--- config.mk ---
export PLATFORM = sky130hd
export DESIGN_NAME = ext_irq_ctrl
export DESIGN_NICKNAME = d
export VERILOG_FILES = /design/src/rtl/ext_irq_pkg.sv /design/src/rtl/eirq_sync_edge.sv /design/src/rtl/eirq_regs.sv /design/src/rtl/eirq_arb.sv /design/src/rtl/ext_irq_ctrl.sv
export SDC_FILE = /design/constraint.sdc
export NUM_CORES = 1
export LEC_CHECK = 0
export BUFFER_PORTS_ARGS = -buffer_cell sky130_fd_sc_hd__buf_2
export CAP_MARGIN = 0
export CORE_ASPECT_RATIO = 0.75
export CORE_MARGIN = 3
export CORE_UTILIZATION = 40
export DETAILED_ROUTE_END_ITERATION = 16
export GPL_ROUTABILITY_DRIVEN = 0
export SETUP_SLACK_MARGIN = 0.02
export SYNTH_ARGS = -nofsm -noshare
export SYNTH_HDL_FRONTEND = slang
export SYNTH_HIERARCHICAL = 1
export SYNTH_SLANG_ARGS = --single-unit
--- constraint.sdc ---
create_clock -name clk -period 32.7 [get_ports clk]
set_clock_uncertainty 0.2 [all_clocks]
set_input_delay 4.905 -clock clk [delete_from_list [all_inputs] [get_ports clk]]
set_output_delay 4.905 -clock clk [all_outputs]
set_load 0.02 [all_outputs]
--- src/rtl/ext_irq_pkg.sv ---
package ext_irq_pkg;

    localparam int NUM_IRQ     = 12;
    localparam int PRIO_W      = 4;
    localparam int DATA_W      = 32;
    localparam int ADDR_W      = 3;
    localparam int NUM_SRC     = NUM_IRQ + 1;
    localparam int VEC_W       = $clog2(NUM_SRC);
    localparam int PRIO_PER    = DATA_W / PRIO_W;
    localparam int PRIO_REGS   = (NUM_IRQ + PRIO_PER - 1) / PRIO_PER;

    localparam logic [ADDR_W-1:0] A_CTRL      = ADDR_W'(0);
    localparam logic [ADDR_W-1:0] A_SENSE     = ADDR_W'(1);
    localparam logic [ADDR_W-1:0] A_ENABLE    = ADDR_W'(2);
    localparam int                PRIO_BASE   = 3;
    localparam logic [ADDR_W-1:0] A_STATUS    = ADDR_W'(PRIO_BASE + PRIO_REGS);

    typedef enum logic [1:0] {
        SENSE_LOW  = 2'b00,
        SENSE_FALL = 2'b01,
        SENSE_RISE = 2'b10,
        SENSE_BOTH = 2'b11
    } sense_e;

    typedef struct packed {
        logic cur;
        logic prev;
    } pin_s;

    function automatic logic sense_hit(input sense_e mode, input pin_s p);
        logic fall;
        logic rise;
        fall = p.prev & ~p.cur;
        rise = ~p.prev & p.cur;
        case (mode)
            SENSE_LOW:  return ~p.cur;
            SENSE_FALL: return fall;
            SENSE_RISE: return rise;
            default:    return fall | rise;
        endcase
    endfunction

endpackage

--- src/rtl/eirq_sync_edge.sv ---
module eirq_sync_edge
    import ext_irq_pkg::*;
#(
    parameter logic IDLE = 1'b1
) (
    input  logic clk,
    input  logic rst,
    input  logic pin_async,
    output pin_s smp
);
    logic s1, s2, pv;

    always_ff @(posedge clk) begin
        if (rst) begin
            s1 <= IDLE;
            s2 <= IDLE;
            pv <= IDLE;
        end else begin
            s1 <= pin_async;
            s2 <= s1;
            pv <= s2;
        end
    end

    assign smp.cur  = s2;
    assign smp.prev = pv;
endmodule

--- src/rtl/eirq_regs.sv ---
module eirq_regs
    import ext_irq_pkg::*;
(
    input  logic                           clk,
    input  logic                           rst,
    input  logic                           bus_sel,
    input  logic                           bus_wr,
    input  logic [ADDR_W-1:0]              bus_addr,
    input  logic [DATA_W-1:0]              bus_wdata,
    output logic [DATA_W-1:0]              bus_rdata,
    input  logic [NUM_IRQ-1:0]             evt,
    input  logic                           nmi_pend,
    output logic                           nmi_rise,
    output sense_e [NUM_IRQ-1:0]           sense_cfg,
    output logic [NUM_IRQ-1:0]             en_cfg,
    output logic [NUM_IRQ-1:0][PRIO_W-1:0] prio_cfg,
    output logic [NUM_IRQ-1:0]             flags
);
    logic              wr_hit, rd_hit;
    logic              wr_status, rd_status;
    logic [NUM_IRQ-1:0] armed, clr;

    assign wr_hit    = bus_sel & bus_wr;
    assign rd_hit    = bus_sel & ~bus_wr;
    assign wr_status = wr_hit && bus_addr == A_STATUS;
    assign rd_status = rd_hit && bus_addr == A_STATUS;

    always_ff @(posedge clk) begin
        if (rst) begin
            nmi_rise <= 1'b0;
            en_cfg   <= '0;
        end else if (wr_hit) begin
            if (bus_addr == A_CTRL)   nmi_rise <= bus_wdata[0];
            if (bus_addr == A_ENABLE) en_cfg   <= bus_wdata[NUM_IRQ-1:0];
        end
    end

    for (genvar n = 0; n < NUM_IRQ; n++) begin : g_pin
        localparam logic [ADDR_W-1:0] PA = ADDR_W'(PRIO_BASE + n / PRIO_PER);
        localparam int                PO = (n % PRIO_PER) * PRIO_W;

        always_ff @(posedge clk) begin
            if (rst) begin
                sense_cfg[n] <= SENSE_LOW;
                prio_cfg[n]  <= '0;
            end else if (wr_hit) begin
                if (bus_addr == A_SENSE) sense_cfg[n] <= sense_e'(bus_wdata[2*n +: 2]);
                if (bus_addr == PA)      prio_cfg[n]  <= bus_wdata[PO +: PRIO_W];
            end
        end

        assign clr[n] = wr_status & ~bus_wdata[n] & armed[n];

        always_ff @(posedge clk) begin
            if (rst) begin
                flags[n] <= 1'b0;
                armed[n] <= 1'b0;
            end else begin
                flags[n] <= (flags[n] & ~clr[n]) | evt[n];
                armed[n] <= (armed[n] & ~clr[n]) | (rd_status & flags[n]);
            end
        end

        // a flag only drops after a status write
        p_clear_by_write_r7: assert property (@(posedge clk) disable iff (rst)
            $fell(flags[n]) |-> $past(wr_status));
        // writing a one never clears
        p_one_keeps_r7: assert property (@(posedge clk) disable iff (rst)
            (wr_status && bus_wdata[n] && flags[n]) |=> flags[n]);
        // an event in the clearing cycle wins
        p_evt_wins_r7: assert property (@(posedge clk) disable iff (rst)
            evt[n] |=> flags[n]);
    end

    always_comb begin
        bus_rdata = '0;
        case (bus_addr)
            A_CTRL:   bus_rdata[0] = nmi_rise;
            A_SENSE:  for (int n = 0; n < NUM_IRQ; n++) bus_rdata[2*n +: 2] = sense_cfg[n];
            A_ENABLE: bus_rdata[NUM_IRQ-1:0] = en_cfg;
            A_STATUS: begin
                bus_rdata[NUM_IRQ-1:0] = flags;
                bus_rdata[DATA_W-1]    = nmi_pend;
            end
            default: begin
                for (int n = 0; n < NUM_IRQ; n++) begin
                    if (bus_addr == ADDR_W'(PRIO_BASE + n / PRIO_PER))
                        bus_rdata[(n % PRIO_PER) * PRIO_W +: PRIO_W] = prio_cfg[n];
                end
            end
        endcase
    end
endmodule

--- src/rtl/eirq_arb.sv ---
module eirq_arb
    import ext_irq_pkg::*;
(
    input  logic                           clk,
    input  logic                           rst,
    input  logic                           nmi_pend,
    input  logic [NUM_IRQ-1:0]             pend_en,
    input  logic [NUM_IRQ-1:0][PRIO_W-1:0] prio_cfg,
    output logic                           req,
    output logic [VEC_W-1:0]               vec
);
    logic              found;
    logic [PRIO_W-1:0] best_lvl;
    logic [VEC_W-1:0]  best_vec;

    always_comb begin
        found    = 1'b0;
        best_lvl = '0;
        best_vec = '0;
        for (int n = 0; n < NUM_IRQ; n++) begin
            if (pend_en[n] && (!found || prio_cfg[n] > best_lvl)) begin
                found    = 1'b1;
                best_lvl = prio_cfg[n];
                best_vec = VEC_W'(n + 1);
            end
        end
    end

    assign req = nmi_pend | found;
    assign vec = nmi_pend ? '0 : best_vec;

    // the nonmaskable source is presented first
    p_nmi_first_r2: assert property (@(posedge clk) disable iff (rst)
        nmi_pend |-> (req && vec == '0));
    // only an enabled pending pin can be named
    p_winner_enabled_r5: assert property (@(posedge clk) disable iff (rst)
        (req && vec != '0) |-> pend_en[vec - VEC_W'(1)]);
    // no enabled work means no request
    p_quiet_r5: assert property (@(posedge clk) disable iff (rst)
        (!nmi_pend && pend_en == '0) |-> !req);
    // vector stays within the source range
    p_vec_range_r6: assert property (@(posedge clk) disable iff (rst)
        vec <= VEC_W'(NUM_IRQ));
endmodule

--- src/rtl/ext_irq_ctrl.sv ---
module ext_irq_ctrl
    import ext_irq_pkg::*;
#(
    parameter int NUM_DMA_CH = 4
) (
    input  logic                  clk,
    input  logic                  rst,
    input  logic                  nmi_pin,
    input  logic [NUM_IRQ-1:0]    irq_pin,
    input  logic                  bus_sel,
    input  logic                  bus_wr,
    input  logic [ADDR_W-1:0]     bus_addr,
    input  logic [DATA_W-1:0]     bus_wdata,
    output logic [DATA_W-1:0]     bus_rdata,
    output logic                  cpu_req,
    output logic [VEC_W-1:0]      cpu_vec,
    input  logic                  cpu_ack,
    output logic                  dtc_err_set,
    output logic                  dma_err_set,
    output logic [NUM_DMA_CH-1:0] dma_en_clr,
    output logic                  wake
);
    pin_s                           nmi_smp;
    pin_s [NUM_IRQ-1:0]             irq_smp;
    logic [NUM_IRQ-1:0]             irq_evt;
    logic                           nmi_evt;
    logic                           nmi_rise;
    logic                           nmi_pend;
    sense_e [NUM_IRQ-1:0]           sense_cfg;
    logic [NUM_IRQ-1:0]             en_cfg;
    logic [NUM_IRQ-1:0][PRIO_W-1:0] prio_cfg;
    logic [NUM_IRQ-1:0]             flags;

    eirq_sync_edge #(.IDLE(1'b1)) u_nmi_sync (
        .clk(clk), .rst(rst), .pin_async(nmi_pin), .smp(nmi_smp)
    );

    for (genvar n = 0; n < NUM_IRQ; n++) begin : g_irq
        eirq_sync_edge #(.IDLE(1'b1)) u_sync (
            .clk(clk), .rst(rst), .pin_async(irq_pin[n]), .smp(irq_smp[n])
        );
        assign irq_evt[n] = sense_hit(sense_cfg[n], irq_smp[n]);

        // a held low level keeps the flag set
        p_level_hold_r8: assert property (@(posedge clk) disable iff (rst)
            (sense_cfg[n] == SENSE_LOW && !irq_smp[n].cur) |=> flags[n]);
    end

    assign nmi_evt = nmi_rise ? (nmi_smp.cur & ~nmi_smp.prev)
                              : (~nmi_smp.cur & nmi_smp.prev);

    eirq_regs u_regs (
        .clk(clk), .rst(rst),
        .bus_sel(bus_sel), .bus_wr(bus_wr), .bus_addr(bus_addr),
        .bus_wdata(bus_wdata), .bus_rdata(bus_rdata),
        .evt(irq_evt), .nmi_pend(nmi_pend),
        .nmi_rise(nmi_rise), .sense_cfg(sense_cfg), .en_cfg(en_cfg),
        .prio_cfg(prio_cfg), .flags(flags)
    );

    always_ff @(posedge clk) begin
        if (rst) begin
            nmi_pend    <= 1'b0;
            dtc_err_set <= 1'b0;
            dma_err_set <= 1'b0;
            dma_en_clr  <= '0;
            wake        <= 1'b0;
        end else begin
            nmi_pend    <= nmi_evt | (nmi_pend & ~(cpu_ack && cpu_vec == '0));
            dtc_err_set <= nmi_evt;
            dma_err_set <= nmi_evt;
            dma_en_clr  <= {NUM_DMA_CH{nmi_evt}};
            wake        <= nmi_evt | (|(irq_evt & en_cfg));
        end
    end

    eirq_arb u_arb (
        .clk(clk), .rst(rst), .nmi_pend(nmi_pend),
        .pend_en(flags & en_cfg), .prio_cfg(prio_cfg),
        .req(cpu_req), .vec(cpu_vec)
    );

    // a new nonmaskable event fires every side-effect line
    p_nmi_side_r3: assert property (@(posedge clk) disable iff (rst)
        $rose(nmi_pend) |-> (dtc_err_set && dma_err_set && &dma_en_clr));
    // side-effect pulses last one cycle
    p_nmi_pulse_r3: assert property (@(posedge clk) disable iff (rst)
        dtc_err_set |=> !dtc_err_set);
    // a nonmaskable event always wakes
    p_nmi_wake_r9: assert property (@(posedge clk) disable iff (rst)
        dtc_err_set |-> wake);
endmodule

Word-level counts from Yosys, hierarchy flattened
Index checks and enable logic that the tools add are counted.
{"block": "classes", "magnitude_cmp": 11, "n_addsub": 0, "mul": 0, "n_eq_ne": 29, "muxes": 66, "bitwise_logic": 182, "div_mod_pow": 0, "reduce_logical": 59, "shift": 0}
{"cell": "2-to-1 mux 4 bit", "count": 29}
{"cell": "bitwise AND 1 bit", "count": 89}
{"cell": "inverter 1 bit", "count": 52}
{"cell": "> comparator 4 bit", "count": 11}
{"cell": "one-hot mux 11 bit (4 select lines)", "count": 1}
{"cell": "OR 1 bit", "count": 39}
{"cell": "one-hot mux 1 bit (3 select lines)", "count": 12}
{"cell": "bitwise AND 12 bit", "count": 2}
{"cell": "== test 2 x 1 -> 1 bit, second input constant", "count": 12}
{"cell": "== test 2 bit, second input constant", "count": 12}
{"cell": "logical NOT 2 bit", "count": 12}
{"cell": "one-hot mux 12 bit (2 select lines)", "count": 1}
{"cell": "logical AND 1 bit", "count": 14}
{"cell": "2-to-1 mux 1 bit", "count": 14}
{"cell": "2-to-1 mux 3 bit", "count": 4}
{"cell": "OR reduction 12 bit", "count": 1}
{"cell": "logical NOT 1 bit", "count": 11}
{"cell": "logical OR 1 bit", "count": 11}
{"cell": "AND reduction 2 bit", "count": 5}
{"cell": "2-to-1 mux 7 bit", "count": 1}
{"cell": "== test 3 x 2 -> 1 bit, second input constant", "count": 2}
{"cell": "== test 3 bit, second input constant", "count": 2}
{"cell": "OR reduction 3 bit", "count": 2}
{"cell": "logical NOT 4 bit", "count": 1}
{"cell": "other kinds (6)", "count": 7}
{"block": "totals", "register_bits": 152, "mem_bits_rw": 0, "inputBits": 53, "output_inout_bits": 44, "n_memories": 0, "elab_cells": 440, "latchBits": 0, "romBits": 0}

Depth between registers and ports, before layout
{"block": "logic_depth", "word_depth": 52, "mapped_depth": 88}

Modules after synthesis
Netlist, hierarchy kept.
{"mod": "eirq_regs", "cells_each": 547, "area_each_um2": 4951.0, "n_inst": 1, "seq_area_each_um2": 2182.1}
{"mod": "eirq_arb", "cells_each": 278, "area_each_um2": 2054.5, "n_inst": 1, "seq_area_each_um2": 0.0}
{"mod": "eirq_sync_edge", "cells_each": 8, "area_each_um2": 93.8, "n_inst": 13, "seq_area_each_um2": 60.1}
{"mod": "ext_irq_ctrl", "cells_each": 148, "area_each_um2": 1069.8, "n_inst": 1, "seq_area_each_um2": 60.1}

Worst setup path after synthesis
OpenSTA, ideal clock, no wires.
{"block": "synth_timing", "kind": "register to output", "startpoint": "register u_regs.en_cfg[0]", "endpoint": "output port cpu_vec[0]", "path_stages_with_launch": 82, "t_arrival_ns": 15.498, "setup_slack_ns": 12.097, "path_buffers": 2, "cell_sequence": "dfxtp_1 and2_1 buf_2 and2_1 inv_1 ha_1 nand4_1 o21ai_0 a21o_1 a21o_1 inv_1 ha_1 nor2b_1 o211ai_1 a31oi_2 nor2b_1 or2_2 ha_1 (+46 left out) ha_1 nor2b_1 o21ai_0 nand2b_1 a21oi_1 o32ai_1 nand2_1 a31oi_1 a21boi_1 ha_1 nor2b_1 o21ai_0 nand2b_1 a21oi_1 a41oi_1 o21ai_0 nand2b_1 a21oi_1"}
{"block": "synth_between", "elab_chain_cells": 47}
{"element": "from (decl)", "line_no": "eirq_regs.sv:15", "text": "output logic [NUM_IRQ-1:0] en_cfg,"}
{"element": "from (signal assigned)", "line_no": "eirq_regs.sv:34", "text": "if (bus_addr == A_ENABLE) en_cfg <= bus_wdata[NUM_IRQ-1:0];"}
{"element": "bitwise AND 12 bit *", "line_no": "ext_irq_ctrl.sv:79", "text": ".pend_en(flags & en_cfg), .prio_cfg(prio_cfg),"}
{"element": "2-to-1 mux 4 bit or 2-to-1 mux 1 bit (tied branches)", "line_no": "eirq_arb.sv:21", "text": "if (pend_en[n] && (!found || prio_cfg[n] > best_lvl)) begin"}
{"element": "> comparator 4 bit or logical NOT 1 bit (tied branches)", "line_no": "eirq_arb.sv:21"}
{"element": "logical OR 1 bit", "line_no": "eirq_arb.sv:21"}
{"element": "logical AND 1 bit", "line_no": "eirq_arb.sv:21"}
{"element": "2-to-1 mux 4 bit or 2-to-1 mux 1 bit (tied branches)", "line_no": "eirq_arb.sv:21"}
{"element": "> comparator 4 bit or logical NOT 1 bit (tied branches)", "line_no": "eirq_arb.sv:21"}
{"element": "logical OR 1 bit", "line_no": "eirq_arb.sv:21"}
{"element": "(+31 left out)"}
{"element": "logical OR 1 bit", "line_no": "eirq_arb.sv:21"}
{"element": "logical AND 1 bit", "line_no": "eirq_arb.sv:21"}
{"element": "2-to-1 mux 4 bit or 2-to-1 mux 1 bit (tied branches)", "line_no": "eirq_arb.sv:21"}
{"element": "> comparator 4 bit or logical NOT 1 bit (tied branches)", "line_no": "eirq_arb.sv:21"}
{"element": "logical OR 1 bit", "line_no": "eirq_arb.sv:21"}
{"element": "logical AND 1 bit", "line_no": "eirq_arb.sv:21"}
{"element": "2-to-1 mux 4 bit *", "line_no": "eirq_arb.sv:21"}
{"element": "2-to-1 mux 4 bit *", "line_no": "eirq_arb.sv:30", "text": "assign vec = nmi_pend ? '0 : best_vec;"}
{"element": "to (decl)", "line_no": "ext_irq_ctrl.sv:16", "text": "output logic [VEC_W-1:0] cpu_vec,"}
Mark *: on every way between the ends. The rest lies on a longest branch, timed or not.

Final worst setup path
Ends and elaborated chain as after synthesis.

==> results.sh <==
export IMPL_htree_levels=4
export IMPL_cts_root_buf="clkbuf_16"
export IMPL_synth_simple_area_share=0.192
export IMPL_cp_max_fo=12
export IMPL_drc_errors=0
export IMPL_utilization=0.460
export IMPL_worstPathRequired_ns=27.59
export IMPL_clk_pin_slew_ns=0.07
export IMPL_cellPowerDensity_mw_per_mm2=40.8
export IMPL_syn_num_nets=1194
export IMPL_cts_path_max_buffers=2
export IMPL_min_path_type="flip-flop to flip-flop"
export IMPL_synth_edf_count=0
export IMPL_synth_seq_cells=151
export IMPL_drv_slew=0
export IMPL_cap_violations=0
export IMPL_wire_per_inst_um=18.9
export IMPL_post_cts_resized=0
export IMPL_grt_pass1_vias=7568
export IMPL_slew_headroom=0.252
export IMPL_grt_max_degree=83
export IMPL_synthMuxAreaShare=0.149
export IMPL_grt_pass1_wl_mm=42.5
export IMPL_power_w=0.000422
export IMPL_synth_area_mm2=0.00930
export IMPL_yosys_warnings=6
export IMPL_post_place_cells=1398
export IMPL_initial_core_util=0.414
export IMPL_crit_start="u_regs/en_cfg[0]$_SDFFE_PP0P_"
export IMPL_drive_gt1_frac=0.160
export IMPL_clock_latency_ns=0.44
export IMPL_crit_slowest_cell="o311ai_1"
export IMPL_fin_nets=1240
export IMPL_netlist_cell_type_count=74
export IMPL_synth_async_reset_ratio=0
export IMPL_syn_inst=1077
export IMPL_fin_crit_sh=0.708
export IMPL_synthFlopType="dfxtp_1"
export IMPL_cp_common_cell="ha_1"
export IMPL_synth_xor_area_frac=0
export IMPL_hold_violations=0
export IMPL_vdd_drop_max_mv=0.0356
export IMPL_hold_buffers=0
export IMPL_cts_tree="built"
export IMPL_io_pins=97
export IMPL_critPathTopFamily="compound AO/OA/AOI/OAI gates"
export IMPL_grt_overflow_total=0
export IMPL_synth_top_family_by_area="simple AND/OR/NAND/NOR gates"
export IMPL_antenna_found_initial=0
export IMPL_r2r_start="u_regs/en_cfg[0]$_SDFFE_PP0P_"
export IMPL_rsz0062_at_grt="false"
export IMPL_area_growth_pct=11.3
export IMPL_viasPerCell=5.50
export IMPL_drt_first_pass_iters=5
export IMPL_synth_compound_area_frac=0.166
export IMPL_fin_cells=1430
export IMPL_slowest_delay_ns=0.66
export IMPL_dpl_hpwl_mm=19.9
export IMPL_drt_iter0_drc=757
export IMPL_die_area_mm2=0.0251
export IMPL_syn_area_per_cell_um2=8.63
export IMPL_finalSetupViolCount=0
export IMPL_row_count=47
export IMPL_period_needed_ns=23.17
export IMPL_dr_total_vias=7864
export IMPL_cp_end_kind="primary output"
export IMPL_drtAntennaViolNets=0
export IMPL_worstMarginPinSlew_ns=1.12
export IMPL_cts_setup_buffers=0
export IMPL_start_kind="flip-flop"
export IMPL_cts_made_buffers=17
export IMPL_clkSinkCount=151
export IMPL_status="finished, final reports clean"
export IMPL_track_usage=0.214
export IMPL_finalSetupTns_ns=0
export IMPL_max_freq_mhz=43.2
export IMPL_portBuffers=96
export IMPL_timing_worst_setup_path_type="flip-flop to primary output"
export IMPL_crit_arrival_ns=18.06
export IMPL_synthAdderAreaFrac=0.0861
export IMPL_ys_seq_area_frac=0.325
export IMPL_p_leak_nw=4.71
export IMPL_fp_coreArea_mm2=0.0225
export IMPL_routed_wl_mm=27.0
export IMPL_diodes=0
export IMPL_worstHoldStart="g_irq[3].u_sync/s1$_SDFF_PP1_"
export IMPL_crit_buf_inv=7
export IMPL_die_w_um=182
export IMPL_die_h_um=138
## Yosys cell counts (all sizes together) (13+ instances only)
cell type / n / share of area
a21oi: 41 / 0.022
a22oi: 18 / 0.015
and2: 21 / 0.014
buf: 53 / 0.038
clkbuf: 24 / 0.0098
dfxtp: 151 / 0.33
ha: 64 / 0.086
inv: 81 / 0.033
mux2: 23 / 0.029
mux2i: 100 / 0.11
nand2: 169 / 0.068
nor2: 48 / 0.019
nor2b: 19 / 0.013
nor3: 15 / 0.0093
o21ai: 29 / 0.016
o22ai: 13 / 0.010
o2bb2ai: 18 / 0.018
or2: 42 / 0.028
## registers in the layout, indices dropped and copies added (netlist names), 12 cells and up
| signal | count |
|---|---|
| g_irq.u_sync/pv | 12 |
| g_irq.u_sync/s1 | 12 |
| g_irq.u_sync/s2 | 12 |
| u_regs/armed | 12 |
| u_regs/en_cfg | 12 |
| u_regs/flags | 12 |
| u_regs/prio_cfg | 48 |
| u_regs/sense_cfg | 24 |
## metrics by stage
stage	worst slack, ns	cell area (µm²)	hold slack, ns
final	9.53	10300	0.203
after global routing	7.66	10300	0.222
after CTS	9.77	10300	0.206
after detailed placement	10.30	9760	0.189
after global placement	10.83	9760	0.184
after floorplan	12.10	9300	0.183
## area by class of cell
cell class                      instances  area [µm²]
Sequential cell                       151        3020
Inverter                               81         307
Fill cell                            2225       12100
Multi-Input combinational cell        768        5520
Clock inverter                         14         154
Timing Repair Buffer                  104         541
Clock buffer                           18         429
Tap cell                              294         368
## logic make-up after synthesis
kind of cell / count (synthesis)
multiplexers: 128
adder cells (fa/ha/maj): 64
buffers and inverters: 158
flip-flops: 151
AND/OR/NAND/NOR: 368
AO/OA/AOI/OAI: 208
## routing by layer
layer  vias up  GRT usage  routed length, µm
li1       3856          -                  -
met1      3684      0.316              13000
met2       293      0.308              11200
met3        31     0.0593               2320
met4         0     0.0533                433
met5         -          0                  0
## where the power goes
group	total, W	internal [W]	switching [W]
Sequential	0.000193	0.000188	0.00000469
Combinational	0.0000333	0.0000122	0.0000211
Clock	0.000195	0.000102	0.0000930
## placed cells by master, fill, tap and decap left out, types with 8 or more instances in the layout
master / instances
nand2_1: 169
dfxtp_1: 151
mux2i_1: 100
buf_2: 96
inv_1: 80
ha_1: 64
nor2_1: 48
a21oi_1: 41
or2_1: 39
o21ai_0: 28
and2_1: 21
nor2b_1: 19
mux2_2: 19
a22oi_1: 18
clkbuf_16: 17
o2bb2ai_1: 17
nor3_1: 14
nand2b_1: 12
o22ai_1: 12
o211a_1: 12
a311oi_1: 12
and3_1: 10
a211oi_1: 9
buf_4: 8
## worst paths after layout
| kind | end | slack (ns) | cells past startpoint |
|---|---|---|---|
| worst max-delay path | cpu_vec[0] | 9.53 | 78 |
| worst min-delay path | g_irq[3].u_sync/s2$_SDFF_PP1_ | 0.20 | 1 |
| worst max register to register | nmi_pend$_SDFF_PP0_ | 14.55 | 80 |
| worst min register to register | g_irq[3].u_sync/s2$_SDFF_PP1_ | 0.20 | 1 |
Note: power is estimated with default switching activity, not from simulation.
